File: src/rtl/epd_spi_pkg.sv
package epd_spi_pkg;

    localparam int BYTE_BITS = 8;

    typedef enum logic [2:0] {
        ST_IDLE,
        ST_SETUP,
        ST_HIGH,
        ST_LOW,
        ST_BURST,
        ST_GAP
    } link_state_t;

    typedef struct packed {
        logic                 is_cmd;
        logic                 last;
        logic [BYTE_BITS-1:0] value;
    } link_byte_t;

    // A byte closes its chip-select window if it is a command or a final parameter.
    function automatic logic closes_frame(link_byte_t b);
        return b.is_cmd | b.last;
    endfunction

endpackage

File: src/rtl/epd_spi_pacer.sv
module epd_spi_pacer #(
    parameter int HALF_DIV = 4
) (
    input  logic clk,
    input  logic rst,
    input  logic restart,
    input  logic long_gap,
    output logic expire
);
    localparam int LONG_LEN = 2 * HALF_DIV;
    localparam int CNT_W    = $clog2(LONG_LEN + 1) + 1;
    localparam logic [CNT_W-1:0] SHORT_LOAD = CNT_W'(HALF_DIV - 1);
    localparam logic [CNT_W-1:0] LONG_LOAD  = CNT_W'(LONG_LEN - 1);

    logic [CNT_W-1:0] cnt;

    always_ff @(posedge clk) begin
        if (rst) begin
            cnt <= '0;
        end else if (restart) begin
            cnt <= long_gap ? LONG_LOAD : SHORT_LOAD;
        end else if (cnt != '0) begin
            cnt <= cnt - 1'b1;
        end
    end

    assign expire = (cnt == '0);
endmodule

File: src/rtl/epd_spi_shifter.sv
module epd_spi_shifter
    import epd_spi_pkg::*;
(
    input  logic                 clk,
    input  logic                 rst,
    input  logic                 load,
    input  logic [BYTE_BITS-1:0] load_val,
    input  logic                 step,
    output logic                 mosi,
    output logic                 done
);
    localparam int BC_W = $clog2(BYTE_BITS + 1);

    logic [BYTE_BITS-1:0] sh;
    logic [BC_W-1:0]      sent;

    always_ff @(posedge clk) begin
        if (rst) begin
            sh   <= '0;
            sent <= '0;
        end else if (load) begin
            sh   <= load_val;
            sent <= '0;
        end else if (step) begin
            sh   <= {sh[BYTE_BITS-2:0], 1'b0};
            sent <= sent + 1'b1;
        end
    end

    assign mosi = sh[BYTE_BITS-1];
    assign done = (sent == BC_W'(BYTE_BITS));
endmodule

File: src/rtl/epd_spi_ctrl.sv
module epd_spi_ctrl
    import epd_spi_pkg::*;
(
    input  logic       clk,
    input  logic       rst,
    input  logic       in_valid,
    input  link_byte_t in_item,
    output logic       in_ready,
    input  logic       expire,
    input  logic       done,
    output logic       restart,
    output logic       long_gap,
    output logic       load,
    output logic       step,
    output logic       sclk,
    output logic       cs_n,
    output logic       dc
);
    link_state_t state, nxt;
    logic        dc_q;
    logic        close_q;
    logic        accept;

    always_comb begin
        in_ready = (state == ST_IDLE) || ((state == ST_BURST) && !in_item.is_cmd);
    end

    assign accept = in_valid && in_ready;

    always_comb begin
        nxt      = state;
        restart  = 1'b0;
        long_gap = 1'b0;
        load     = 1'b0;
        step     = 1'b0;
        case (state)
            ST_IDLE: begin
                if (accept) begin
                    nxt     = ST_SETUP;
                    restart = 1'b1;
                    load    = 1'b1;
                end
            end
            ST_SETUP: begin
                if (expire) begin
                    nxt     = ST_HIGH;
                    restart = 1'b1;
                end
            end
            ST_HIGH: begin
                if (expire) begin
                    nxt     = ST_LOW;
                    restart = 1'b1;
                    step    = 1'b1;
                end
            end
            ST_LOW: begin
                if (expire) begin
                    restart = 1'b1;
                    if (!done) begin
                        nxt = ST_HIGH;
                    end else if (close_q) begin
                        nxt      = ST_GAP;
                        long_gap = 1'b1;
                    end else begin
                        nxt     = ST_BURST;
                        restart = 1'b0;
                    end
                end
            end
            ST_BURST: begin
                if (accept) begin
                    nxt     = ST_SETUP;
                    restart = 1'b1;
                    load    = 1'b1;
                end else if (in_valid) begin
                    nxt      = ST_GAP;
                    restart  = 1'b1;
                    long_gap = 1'b1;
                end
            end
            ST_GAP: begin
                if (expire) begin
                    nxt = ST_IDLE;
                end
            end
            default: nxt = ST_IDLE;
        endcase
    end

    always_ff @(posedge clk) begin
        if (rst) begin
            state   <= ST_IDLE;
            dc_q    <= 1'b1;
            close_q <= 1'b0;
        end else begin
            state <= nxt;
            if (load) begin
                dc_q    <= !in_item.is_cmd;
                close_q <= closes_frame(in_item);
            end else if (nxt == ST_GAP) begin
                dc_q <= 1'b1;
            end
        end
    end

    assign sclk = (state == ST_HIGH);
    assign cs_n = (state == ST_IDLE) || (state == ST_GAP);
    assign dc   = dc_q;
endmodule

File: src/rtl/epd_spi_framer.sv
module epd_spi_framer
    import epd_spi_pkg::*;
#(
    parameter int HALF_DIV = 4
) (
    input  logic       clk,
    input  logic       rst,
    input  logic       in_valid,
    output logic       in_ready,
    input  logic [7:0] in_byte,
    input  logic       in_is_cmd,
    input  logic       in_last,
    output logic       sclk,
    output logic       mosi,
    output logic       cs_n,
    output logic       dc
);
    link_byte_t item;
    logic restart, long_gap, expire, load, step, done;

    assign item = '{is_cmd: in_is_cmd, last: in_last, value: in_byte};

    epd_spi_ctrl u_ctrl (
        .clk      (clk),
        .rst      (rst),
        .in_valid (in_valid),
        .in_item  (item),
        .in_ready (in_ready),
        .expire   (expire),
        .done     (done),
        .restart  (restart),
        .long_gap (long_gap),
        .load     (load),
        .step     (step),
        .sclk     (sclk),
        .cs_n     (cs_n),
        .dc       (dc)
    );

    epd_spi_pacer #(.HALF_DIV(HALF_DIV)) u_pacer (
        .clk      (clk),
        .rst      (rst),
        .restart  (restart),
        .long_gap (long_gap),
        .expire   (expire)
    );

    epd_spi_shifter u_shift (
        .clk      (clk),
        .rst      (rst),
        .load     (load),
        .load_val (item.value),
        .step     (step),
        .mosi     (mosi),
        .done     (done)
    );
endmodule

File: config.mk
export PLATFORM = sky130hd
export DESIGN_NAME = epd_spi_framer
export DESIGN_NICKNAME = d
export VERILOG_FILES = /design/src/rtl/epd_spi_pkg.sv /design/src/rtl/epd_spi_pacer.sv /design/src/rtl/epd_spi_shifter.sv /design/src/rtl/epd_spi_ctrl.sv /design/src/rtl/epd_spi_framer.sv
export SDC_FILE = /design/constraint.sdc
export NUM_CORES = 1
export LEC_CHECK = 0
export BUFFER_PORTS_ARGS = -buffer_cell sky130_fd_sc_hd__buf_2
export CAP_MARGIN = 20
export CORE_MARGIN = 3
export CORE_UTILIZATION = 55
export CTS_CLUSTER_SIZE = 30
export DETAILED_ROUTE_END_ITERATION = 10
export PLACE_DENSITY = 0.82
export SLEW_MARGIN = 0
export SYNTH_ARGS = -nofsm -noshare
export SYNTH_HDL_FRONTEND = slang
export SYNTH_SLANG_ARGS = --single-unit
File: constraint.sdc
create_clock -name clk -period 2.2 [get_ports clk]
set_input_delay 0.11 -clock clk [delete_from_list [all_inputs] [get_ports clk]]
set_output_delay 0.11 -clock clk [all_outputs]
set_load 0.005 [all_outputs]
==> Word-level counts from Yosys, hierarchy flattened <==
Index checks and enable logic that the tools add are counted.
{ "op_classes": {"add_sub_neg": 2, "n_eq_ne": 7, "muxes": 31, "bitwise_logic": 1, "reduce_logical": 14} }
{ "ops": {"columns": ["cell", "n"], "rows": [
  ["3-bit two-way mux", 9],
  ["3-bit case mux with 6 select lines", 1],
  ["8-bit two-way mux", 2],
  ["1-bit two-way mux", 15],
  ["5-bit two-way mux", 2],
  ["3-bit == test, second input constant", 3],
  ["3-bit by 2-bit == test with 1-bit output, second input constant", 2],
  ["2-bit nonzero test", 3],
  ["2-bit OR reduction", 3],
  ["5-bit zero test", 1],
  ["5-bit nonzero test", 1],
  ["5-bit by 1-bit subtractor with 5-bit output, second input constant", 1],
  ["4-bit by 1-bit adder with 4-bit output, second input constant", 1],
  ["4-bit == test, second input constant", 1],
  ["1-bit case mux with 4 select lines", 1],
  ["3-bit by 1-bit == test with 1-bit output, second input constant", 1],
  ["3-bit zero test", 1],
  ["1-bit logical AND", 2],
  ["1-bit logical OR", 2],
  ["1-bit case mux with 2 select lines", 1],
  ["1-bit zero test", 1],
  ["1-bit bitwise OR", 1]
]} }
{ "word_totals": {"ff_bits": 22, "in_bits": 13, "out_inout_bits": 5, "word_cells": 61} }

==> Depth between registers and ports, before layout <==
Gate-level depths: netlist of run 1.
{ "depth": {"depth_word": 9, "mapped_depth": 8, "ltp_nobuf": 6} }

==> Hierarchy <==
From an unflattened synthesis of run 1, not the netlist that was laid out.
{ "hier_totals": {"cells_unflattened": 126, "hier_area_um2": 1178.6} }
{ "by_module_without_submodules": {"columns": ["mod", "instances", "cells_per_inst", "area_per_inst_um2", "seq_area_each_um2"], "rows": [
  ["epd_spi_shifter", 1, 58, 574.3, 240.2],
  ["epd_spi_ctrl", 1, 44, 351.6, 100.1],
  ["epd_spi_pacer", 1, 24, 252.7, 100.1]
]} }

==> Worst setup path after synthesis of run 1 <==
OpenSTA, ideal clock, no wires.
{ "synth_path": {"path_kind": "flip-flop to flip-flop", "start": "register u_pacer.cnt[0]", "end": "register u_pacer.cnt[2]", "setup_time_ps": 74, "arrival_ps": 1810, "t_required_ps": 2126, "setup_slack_ps": 316, "stages_incl_launch_ff": 8, "path_buffers": 1, "period_less_slack_ps": 1884, "path_cell_list": "dfxtp_1 inv_1 ha_1 or4b_4 buf_6 o41a_1 a31o_1 a31oi_1"} }
{ "synth_between": {"elab_chain_cells": 5, "word_cells_on_any_way": 12, "cone_classes": "add/sub: 1; mux: 8; reduce/logical: 3"} }
{ "synth_lines": {"columns": ["item", "line_no", "rtl"], "rows": [
  ["from (decl)", "epd_spi_pacer.sv:15", "logic [CNT_W-1:0] cnt;"],
  ["from (signal assigned)", "epd_spi_pacer.sv:21", "cnt <= long_gap ? LONG_LOAD : SHORT_LOAD;"],
  ["from (signal assigned)", "epd_spi_pacer.sv:23", "cnt <= cnt - 1'b1;"],
  ["branches (longest 5 deep; another with 5-bit by 1-bit subtractor with 5-bit output)", null, null]
]} }
Several ways; the timed one is not identified. The select of a mux whose other input is x is not followed.
A chain may end at the register's enable or synchronous reset.

==> Worst setup path in the final report of run 1 <==
Ends and elaborated chain as after synthesis.

==> reports/results.ini, run 1 <==
[run_status]
outcome=completed

[synth]
synth_cell_types=41
synthAdderAreaFrac=0.0422
synthTopCellsByCount=dfxtp_1, nand2_1, nor2_1
postSynthCellCount=142
synth_top_area_cell=dfxtp_1
synthArstFlopShare=0
synth_top_family_by_area=simple AND/OR/NAND/NOR gates
yosys_warnings=0
synth_edf_count=0
seq_area_frac_synth=0.372
synth_compound_area_frac=0.181
synth_xor_area_frac=0.0517
synth_top_flop_cell=dfxtp_1
synth_nets=159
yosys.area_share.simple=0.272
syn_area_um2=1180
syn_avg_cell_area_um2=8.34
synth_top_area_frac=0.372
synthTopCellsByArea=dfxtp_1, nand2_1, a311oi_1
ys_ff_latch=22
synthMuxAreaShare=0.0169

[place]
place_congestion=0.941
port_buffers=17
hpwl_mm=1.84

[drt]
drc=0
routed_wirelength_mm=2.48
routedWlPerCell_um=13.5
firstDrtPassIters=4
ant_nets=0
drtIter0Drc=17
vias_per_cell=5.74
num_vias=1056

[clock_network]
cts_buffers=3
cts_tree=built
htreeDepth=1
cts_setup_buffers=0
cts.clk_slew.worst_paths_ps=120
cts_root_buffer=clkbuf_4
insertion_delay_ps=310
clkSinkCount=22
cts_hold_buf=0
post_cts_resized=0
clockBufferDepth=2

[power_and_ir_drop]
switching_share=0.388
vdd_drop_max_uv=809
powerDensity_nw_per_um2=1300
leakage_nw=0.539
p_switching_uw=671
combinationalPowerShare=0.465
power_mw=1.73
internal-power_mw=1.06
seqPwrFrac=0.356
pwr-share-clk=0.179

[worst_setup_path]
slowest_stage=or4b_4
critPathCapture=u_pacer.cnt[2]
reg2reg_to=u_pacer.cnt[2]
r2r_cells=6
worst-path-max-fanout=7
cp.arrival_ps=2260
critPathCaptureType=flip-flop
rrSetupSlack_ps=190
path_class=reg2reg
start_kind=flip-flop
crit_start=u_pacer.cnt[0]
worstPathCellList=inv_1 -> ha_1 -> or4b_4 -> o41a_1 -> a31o_1 -> a31oi_1
r2r-start=u_pacer.cnt[0]
crit_path_max_incr_delay_ps=550
required_ps=2450

[run]
cap_violations=0

[timing]
relSlewSlack=0.657
max_slew.worst_pin.slew_ps=507
finalHoldViolCount=0
min_period_over_period=0.915
clock_skew_ps=3.53
min_period_ps=2010
setup_viol=0
drv_slew=0
tns_ps=0
rsz0062_at_grt=false
fmax_ghz=0.497

[floorplan]
num_io_pins=18
fp.coreArea_um2=2000
die_height_um=52.4
dieArea_um2=2750
initial_core_util=0.592
dieWidth_um=52.4
placementRows=16

[worst_hold_path]
hp-class=in2reg
worstHoldPathCells=3

[cells_and_area]
layout.nets=175
syn_to_final_growth_pct=12.5
multi_input_area_um2=668
diodes=0
fillers=169
drive_above_1_share=0.191
seq_area_um2=440

[global_route]
grt_pass1_vias=998
grt.total_usage=0.199
overflow=0
grt_first_pass_wirelength_mm=4.10
grt_max_degree=23
antenna_found_initial=0

layout make-up:
type,instances,share of cell area
Tap cell,27,0.0254
Multi-Input combinational cell,103,0.501
Inverter,8,0.0225
Clock buffer,3,0.0169
Timing Repair Buffer,20,0.0808
Clock inverter,1,0.0225
Sequential cell,22,0.331
metrics by stage:
stage          std cells  hold WS (ps)  setup WS, ps  cell area (um2)  utilization
6_report             184          46.9           187             1330        0.666
5_1_grt              184          63.2          36.4             1330        0.666
4_1_cts              184          40.5           199             1330        0.666
3_5_place_dp         180           381           244             1280        0.639
3_3_place_gp         180           378           330             1280        0.639
2_1_floorplan        142           223           316             1180            -
power by group through the flow:
stage	logic (mW)	registers, mW	clock network, mW
5_1_grt	0.900	0.635	0.325
3_3_place_gp	0.762	0.616	0
4_1_cts	0.804	0.616	0.315
3_5_place_dp	0.796	0.625	0
2_1_floorplan	0.669	0.579	0
6_report	0.804	0.615	0.310
critical path: cells and delay by family (launching register included):
kind	cells	cell delay, ps
simple gates	1	550
flops	1	330
compound gates	3	750
fa+ha+maj	1	200
buf+inv	1	110
layer usage:
layer / vias up / wire (um) / track usage
met5: - / 0 / 0
met4: 0 / 39 / 0.102
met3: 4 / 99 / 0.0228
met2: 28 / 1230 / 0.357
met1: 492 / 1110 / 0.228
li1: 532 / - / -
flip-flops by register name (all words and copies together), names as in the netlist:
name / flops
u_ctrl.close_q: 1
u_shift.sent: 4
u_pacer.cnt: 5
u_ctrl.state: 3
u_ctrl.dc: 1
u_shift.sh: 8
worst min path at each step:
| stage | slack [ps] | startpoint | endpoint |
|---|---|---|---|
| global placement | 380 | in_byte[1] | u_shift.sh[1] |
| finish | 50 | in_byte[3] | u_shift.sh[3] |
| detailed placement | 380 | in_byte[3] | u_shift.sh[3] |
| global route | 60 | in_byte[2] | u_shift.sh[2] |
| floorplan | 220 | rst | u_ctrl.dc |
| CTS | 40 | in_byte[3] | u_shift.sh[3] |
cell families after synthesis:
logic type,Yosys count
compound gates,26
xor+xnor,7
fa+ha+maj,4
buf+inv,17
flops,22
mux,2
simple gates,64
layout by cell type (no fill, tap or decap), types with 2 or more instances in the layout:
master,count
nand2_1,22
nor2_1,14
xnor2_1,4
nand3b_1,2
a21oi_1,4
buf_4,3
nor2b_1,2
xor2_1,3
inv_1,8
buf_2,17
o21ai_0,2
nand3_1,4
ha_1,4
a311oi_1,7
dfxtp_1,22
nor3_1,10
clkbuf_4,3
a2111oi_0,2
mux2i_1,2
Note: power is estimated with default switching activity, not from simulation.
==> inputs of run 2 (changes only) <==
--- a/config.mk
+++ b/config.mk
@@ -5,13 +5,14 @@
 export SDC_FILE = /design/constraint.sdc
 export NUM_CORES = 1
 export LEC_CHECK = 0
+export ABC_AREA = 1
 export BUFFER_PORTS_ARGS = -buffer_cell sky130_fd_sc_hd__buf_2
 export CAP_MARGIN = 20
 export CORE_MARGIN = 3
 export CORE_UTILIZATION = 55
 export CTS_CLUSTER_SIZE = 30
 export DETAILED_ROUTE_END_ITERATION = 10
-export PLACE_DENSITY = 0.82
+export PLACE_DENSITY = 0.81
 export SLEW_MARGIN = 0
 export SYNTH_ARGS = -nofsm -noshare
 export SYNTH_HDL_FRONTEND = slang
==> reports/results.ini, run 2 <==
[run_status]
outcome=completed

[floorplan]
fp.coreArea_um2=2040  ; +2.0%
dieWidth_um=53.4  ; +1.9%
placementRows=16  ; unchanged
dieArea_um2=2850  ; +3.8%
num_io_pins=18  ; unchanged
die_height_um=53.4  ; +1.9%
initial_core_util=0.605  ; +0.0135

[synth]
yosys.area_share.simple=0.309  ; +0.0363
ys_ff_latch=22  ; unchanged
syn_avg_cell_area_um2=7.19  ; -14%
synth_most_common_cell=nand2_1
synthMuxAreaShare=0  ; -0.0169
synth_compound_area_frac=0.166  ; -0.0146
synth_top_family_by_area=simple AND/OR/NAND/NOR gates
synthTopCellsByArea=dfxtp_1, nand2_1, nor2_1
seq_area_frac_synth=0.356  ; -0.0154
yosys_warnings=0  ; unchanged
postSynthCellCount=172  ; +21%
synthAdderAreaFrac=0.0405  ; -0.00175
synthArstFlopShare=0  ; unchanged
synth_xor_area_frac=0.0213  ; -0.0305
syn_area_um2=1240  ; +4.3%
synth_top_area_cell=dfxtp_1
synthTopCellsByCount=nand2_1, dfxtp_1, nor2_1
synth_nets=189  ; +19%
synth_top_flop_cell=dfxtp_1
synth_top_area_frac=0.356  ; -0.0154
synth_edf_count=0  ; unchanged
synth_cell_types=30  ; -27%

[worst_setup_path]
r2r_cells=12  ; +6
cp.arrival_ps=1760  ; -500 ps
critPathCapture=u_ctrl.dc
required_ps=2420  ; -30 ps
critPathCaptureType=flip-flop
rrSetupSlack_ps=660  ; +470 ps
start_kind=flip-flop
worst-path-max-fanout=8  ; +1
path_class=reg2reg
r2r-start=u_pacer.cnt[0]
crit_start=u_pacer.cnt[0]
reg2reg_to=u_ctrl.dc

[global_route]
antenna_found_initial=0  ; unchanged
grt_pass1_vias=1087  ; +8.9%
grt.total_usage=0.206  ; +0.00634
overflow=0  ; unchanged
grt_first_pass_wirelength_mm=4.32  ; +5.4%
grt_max_degree=17  ; -26%

[clock_network]
clockBufferDepth=2  ; unchanged
post_cts_resized=0  ; unchanged
clkSinkCount=22  ; unchanged
cts_hold_buf=0  ; unchanged
cts_buffers=3  ; unchanged
cts_tree=built
cts_setup_buffers=0  ; unchanged
cts_root_buffer=clkbuf_4
insertion_delay_ps=320  ; about the same
htreeDepth=1  ; unchanged
cts.clk_slew.worst_paths_ps=130  ; about the same

[cells_and_area]
reg_top3=u_shift.sh x8, u_pacer.cnt x5, u_shift.sent x4
layout_commonest_cell=nand2_1
syn_to_final_growth_pct=10.3
largest_register_ff_count=8  ; unchanged
layout.nets=207  ; +18%
fillers=185  ; +9.5%
drive_above_1_share=0.212  ; +0.0206
layout_common_cells=nand2_1, dfxtp_1, nor2_1, inv_1, buf_2
fin_area_um2=1360  ; +2.3%
diodes=0  ; unchanged
top_register=u_shift.sh

[drt]
vias_per_cell=5.30  ; -7.6%
routed_wirelength_mm=2.52  ; +1.5%
drc=0  ; unchanged
firstDrtPassIters=5  ; +1
drtIter0Drc=25  ; +8
routedWlPerCell_um=11.7  ; -14%
num_vias=1145  ; +8.4%
ant_nets=0  ; unchanged

[timing]
holdWs_ps=45.5  ; -1.44 ps
tns_ps=0  ; unchanged
fmax_ghz=0.650  ; +31%
finalWorstSetupSlack_ps=662  ; +474 ps
finalHoldViolCount=0  ; unchanged
rsz0062_at_grt=false
clock_skew_ps=6.74  ; +3.22 ps
min_period_ps=1540  ; -474 ps
max_slew.worst_pin.slew_ps=312  ; -195 ps
min_period_over_period=0.699  ; -0.216
drv_slew=0  ; unchanged
setup_viol=0  ; unchanged
relSlewSlack=0.792  ; +0.135

[power_and_ir_drop]
vdd_drop_max_uv=1020  ; +26%
powerDensity_nw_per_um2=1220  ; -5.7%
leakage_nw=0.630  ; +17%
power_mw=1.67  ; -3.5%

[worst_hold_path]
hp-class=in2reg

[run]
cap_violations=0  ; unchanged

[place]
detailedPlace.worstSlack_ps=688  ; +444 ps
place_area_um2=1310  ; +2.4%
place_congestion=0.873  ; -7.2%
port_buffers=17  ; unchanged
hpwl_mm=1.89  ; +3.0%

run 2: cell count changes after synthesis, sizes merged, moves of 8 or more:
| cell | previous run | this run |
|---|---|---|
| a21oi | 4 | 16 |
| inv | 8 | 23 |
| nand2 | 22 | 40 |
| nor2 | 14 | 25 |
| nor3 | 11 | 3 |
| o21ai | 2 | 14 |
run 2: stage by stage:
stage | utilization | std cells
finish | 0.668 | 216
global route | 0.668 | 216
CTS | 0.668 | 216
detailed placement | 0.642 | 212
global placement | 0.642 | 212
floorplan | - | 172
run 2: layer usage:
| layer | vias to the layer above | track usage | wire length [um] |
|---|---|---|---|
| li1 | 594 | - | - |
| met1 | 503 | 0.235 | 1110 |
| met2 | 39 | 0.369 | 1240 |
| met3 | 9 | 0.0282 | 101 |
| met4 | 0 | 0.0936 | 72 |
| met5 | - | 0 | 0 |
run 2: how the worst min path moves through the flow:
stage | start | to | depth (start not counted)
floorplan | in_byte[0] | u_shift.sh[0] | 2
global placement | in_byte[0] | u_shift.sh[0] | 3
detailed placement | in_byte[0] | u_shift.sh[0] | 3
CTS | in_byte[0] | u_shift.sh[0] | 3
global route | in_byte[0] | u_shift.sh[0] | 3
finish | in_byte[0] | u_shift.sh[0] | 3
run 2: final cells by class:
| class | instances | area (um2) | area share |
|---|---|---|---|
| inverter | 23 | 88.8 | 0.0651 |
| timing repair buffer | 17 | 85.1 | 0.0624 |
| multi-input combinational | 123 | 663 | 0.486 |
| tap | 27 | 33.8 | 0.0248 |
| clock buffer | 3 | 22.5 | 0.0165 |
| clock inverter | 1 | 30.0 | 0.0220 |
| sequential | 22 | 440 | 0.323 |
run 2: cell families (layout without fill, tap and decap cells):
kind of cell             after synthesis  in the layout
AND/OR/NAND/NOR                       79             79
buffers and inverters                 27             44
AO/OA/AOI/OAI                         37             37
XOR/XNOR                               3              3
adder cells (fa/ha/maj)                4              4
flip-flops                            22             22
run 2: critical path, stage by stage (launching register included):
cell     delay, ps
dfxtp_1        390
inv_1           70
ha_1           220
nand2_2        120
nor2_8          70
nand2_4        100
nand2_1         60
nor2_1         120
nand2_1         70
nand2_1         60
nand2_1         50
nand2_1         50
nand2_1         40
run 2: power breakdown:
group | switching (mW) | internal, mW | total, mW | leakage (nW)
logic | 0.493 | 0.281 | 0.775 | 0.422
clock network | 0.131 | 0.184 | 0.315 | 0.0279
registers | 0.0848 | 0.494 | 0.579 | 0.180
==> inputs of run 3 (changes only) <==
--- a/config.mk
+++ b/config.mk
@@ -9,10 +9,10 @@
 export BUFFER_PORTS_ARGS = -buffer_cell sky130_fd_sc_hd__buf_2
 export CAP_MARGIN = 20
 export CORE_MARGIN = 3
-export CORE_UTILIZATION = 55
+export CORE_UTILIZATION = 50
 export CTS_CLUSTER_SIZE = 30
 export DETAILED_ROUTE_END_ITERATION = 10
-export PLACE_DENSITY = 0.81
+export PLACE_DENSITY = 0.78
 export SLEW_MARGIN = 0
 export SYNTH_ARGS = -nofsm -noshare
 export SYNTH_HDL_FRONTEND = slang
==> constraint.sdc (replaced) <==
create_clock -name clk -period 1.3 [get_ports clk]
set_input_delay 0.065 -clock clk [delete_from_list [all_inputs] [get_ports clk]]
set_output_delay 0.065 -clock clk [all_outputs]
set_load 0.005 [all_outputs]
==> reports/results.ini, run 3 (synthesis gave the netlist of run 2 again) <==
[worst_setup_path]
worstPathCellList=inv_2 -> ha_4 -> nand2_4 -> nor2_8 -> nand2_4 -> nand2_4 -> inv_8 -> nor2_4 -> o21ai_2 -> a21oi_1
critPathCaptureType=flip-flop
r2r_cells=10  ; -2
rrSetupSlack_ps=-80  ; -750 ps
crit_start=u_pacer.cnt[0]
slowest_stage=dfxtp_2
cp.arrival_ps=1640  ; -120 ps
start_kind=flip-flop
cp_common_cell=nand2_4
path_class=reg2reg
reg2reg_to=u_shift.sh[4]
worst-path-max-fanout=7  ; -1
r2r-start=u_pacer.cnt[0]
required_ps=1560  ; -860 ps
crit_path_max_incr_delay_ps=340  ; -50 ps

[clock_network]
cts_buffers=3  ; unchanged
insertion_delay_ps=320  ; about the same
clkSinkCount=22  ; unchanged
cts_tree=built
htreeDepth=1  ; unchanged
cts.clk_slew.worst_paths_ps=120  ; about the same
cts_root_buffer=clkbuf_4
clockBufferDepth=2  ; unchanged

[power_and_ir_drop]
combinationalPowerShare=0.603  ; +0.139
leakage_nw=0.736  ; +17%
seqPwrFrac=0.300  ; -0.047
switching_share=0.443  ; +0.0183
powerDensity_nw_per_um2=2010  ; +64%
vdd_drop_max_uv=1170  ; +15%
internal-power_mw=1.83  ; +91%
p_switching_mw=1.46  ; +110%
pwr-share-clk=0.097  ; -0.092

[cells_and_area]
diodes=0  ; unchanged
layout_common_cells=nand2_1, buf_4, buf_2, dfxtp_1, a21oi_1
layout_commonest_cell=nand2_1
syn_to_final_growth_pct=32.8
layout.nets=229  ; +11%
drive_above_1_share=0.448  ; +0.236
fillers=171  ; -7.6%
top_register=u_shift.sh
fin_area_um2=1640  ; +20%
reg_top3=u_shift.sh x8, u_pacer.cnt x5, u_shift.sent x4
fin_util=0.721  ; +0.0534
largest_register_ff_count=8  ; unchanged

[global_route]
grt_use_met1=0.228  ; -0.00757
met2_usage=0.316  ; -0.0535
grt_max_degree=17  ; unchanged
top_usage_layer=met2
grt_first_pass_wirelength_mm=4.60  ; +6.4%
grt.total_usage=0.185  ; -0.0204
grt_pass1_vias=1098  ; +1.0%
antenna_found_initial=0  ; unchanged
overflow=0  ; unchanged
grt_use_met3=0.0418  ; +0.0136

[floorplan]
dieWidth_um=55.7  ; +4.3%
num_io_pins=18  ; unchanged
fp.coreArea_um2=2280  ; +11%
initial_core_util=0.543  ; -0.0622
dieArea_um2=3100  ; +8.8%
placementRows=17  ; +1
die_height_um=55.7  ; +4.3%

[timing]
drv_slew=0  ; unchanged
setup_viol=12  ; +12
fmax_ghz=0.722  ; +11%
relSlewSlack=0.784  ; -0.00772
finalWorstSetupSlack_ps=-84.4  ; -746 ps
min_period_ps=1380  ; -154 ps
finalHoldViolCount=0  ; unchanged
min_period_over_period=1.06  ; +0.366
max_slew.worst_pin.slew_ps=321  ; +9.11 ps
clock_skew_ps=5.55  ; -1.19 ps
rsz0062_at_grt=true

[place]
place_area_um2=1420  ; +7.9%
port_buffers=17  ; unchanged
hpwl_mm=2.02  ; +6.7%
place_congestion=0.862  ; -1.3%
detailedPlace.worstSlack_ps=-56.4  ; -745 ps

[worst_hold_path]
min-delay-start=in_byte[1]
hold_end=u_shift.sh[1]
worstHoldPathCells=3  ; unchanged
hp-class=in2reg

[run]
cap_violations=0  ; unchanged

[run_status]
violations=negative setup slack
outcome=complete, but fails checks

[drt]
drtIter0Drc=50  ; +100%
vias_per_cell=5.16  ; -2.6%
routedWlPerCell_um=12.6  ; +8.1%
firstDrtPassIters=4  ; -1
num_vias=1229  ; +7.3%
drc=0  ; unchanged
ant_nets=0  ; unchanged
routed_wirelength_mm=3.00  ; +19%

run 3: layout make-up:
cell class,count,area (um2),area share
multi-input cells,123,779,0.475
flip-flops and latches,22,449,0.274
repair buffers,38,249,0.152
inverters,23,97.6,0.0595
well taps,28,35.0,0.0213
clock buffers,3,22.5,0.0137
repair inverters,1,8.76,0.00534
run 3: power groups by stage:
stage | Combinational, mW | Sequential, mW | Clock, mW
after floorplan | 1.14 | 0.975 | 0
after global placement | 1.51 | 0.974 | 0
after detailed placement | 1.57 | 0.983 | 0
after CTS | 1.75 | 0.970 | 0.319
after global routing | 2.20 | 1.01 | 0.338
final | 1.99 | 0.989 | 0.320
run 3: worst max path at each step:
stage	slack, ps	cells after the start	end
CTS	-60	10	u_shift.sh[2]
global route	-160	10	u_shift.sh[4]
detailed placement	-60	9	u_shift.sent[3]
global placement	-1	10	u_shift.sh[2]
floorplan	-30	11	u_shift.sh[5]
finish	-80	10	u_shift.sh[4]
run 3: per-stage QoR:
stage | instances | hold slack [ps] | total power [mW] | TNS [ps]
3_5_place_dp | 224 | 328 | 2.55 | -358
2_1_floorplan | 172 | 214 | 2.11 | -42.8
3_3_place_gp | 224 | 321 | 2.48 | -1.06
4_1_cts | 234 | 29.5 | 3.04 | -288
6_report | 238 | 57.3 | 3.29 | -569
5_1_grt | 238 | 67.6 | 3.54 | -2020
run 3: repair_timing:
action / 4_1_cts / 5_1_grt
pin swaps: 4 / 16
hold buffers: 1 / 0
endpoints found under the setup margin: 15 / 21
setup buffers: 5 / 5
cloned: 1 / 0
endpoints found under the hold margin: 1 / 0
resized for setup: 18 / 26
run 3: routing by layer:
| layer | part of all wire | vias to the layer above |
|---|---|---|
| met4 | 0.015 | 0 |
| met2 | 0.49 | 28 |
| met5 | 0 | - |
| met1 | 0.45 | 560 |
| met3 | 0.045 | 6 |
| li1 | - | 635 |
run 3: critical path: cells and delay by family, from the launching register on:
kind                       cells  cell delay [ps]
DFF                            1              340
buffers and inverters          2              120
adders and majority gates      1              150
and+or+nand+nor                5              490
AOI/OAI and AO/OA              2              200
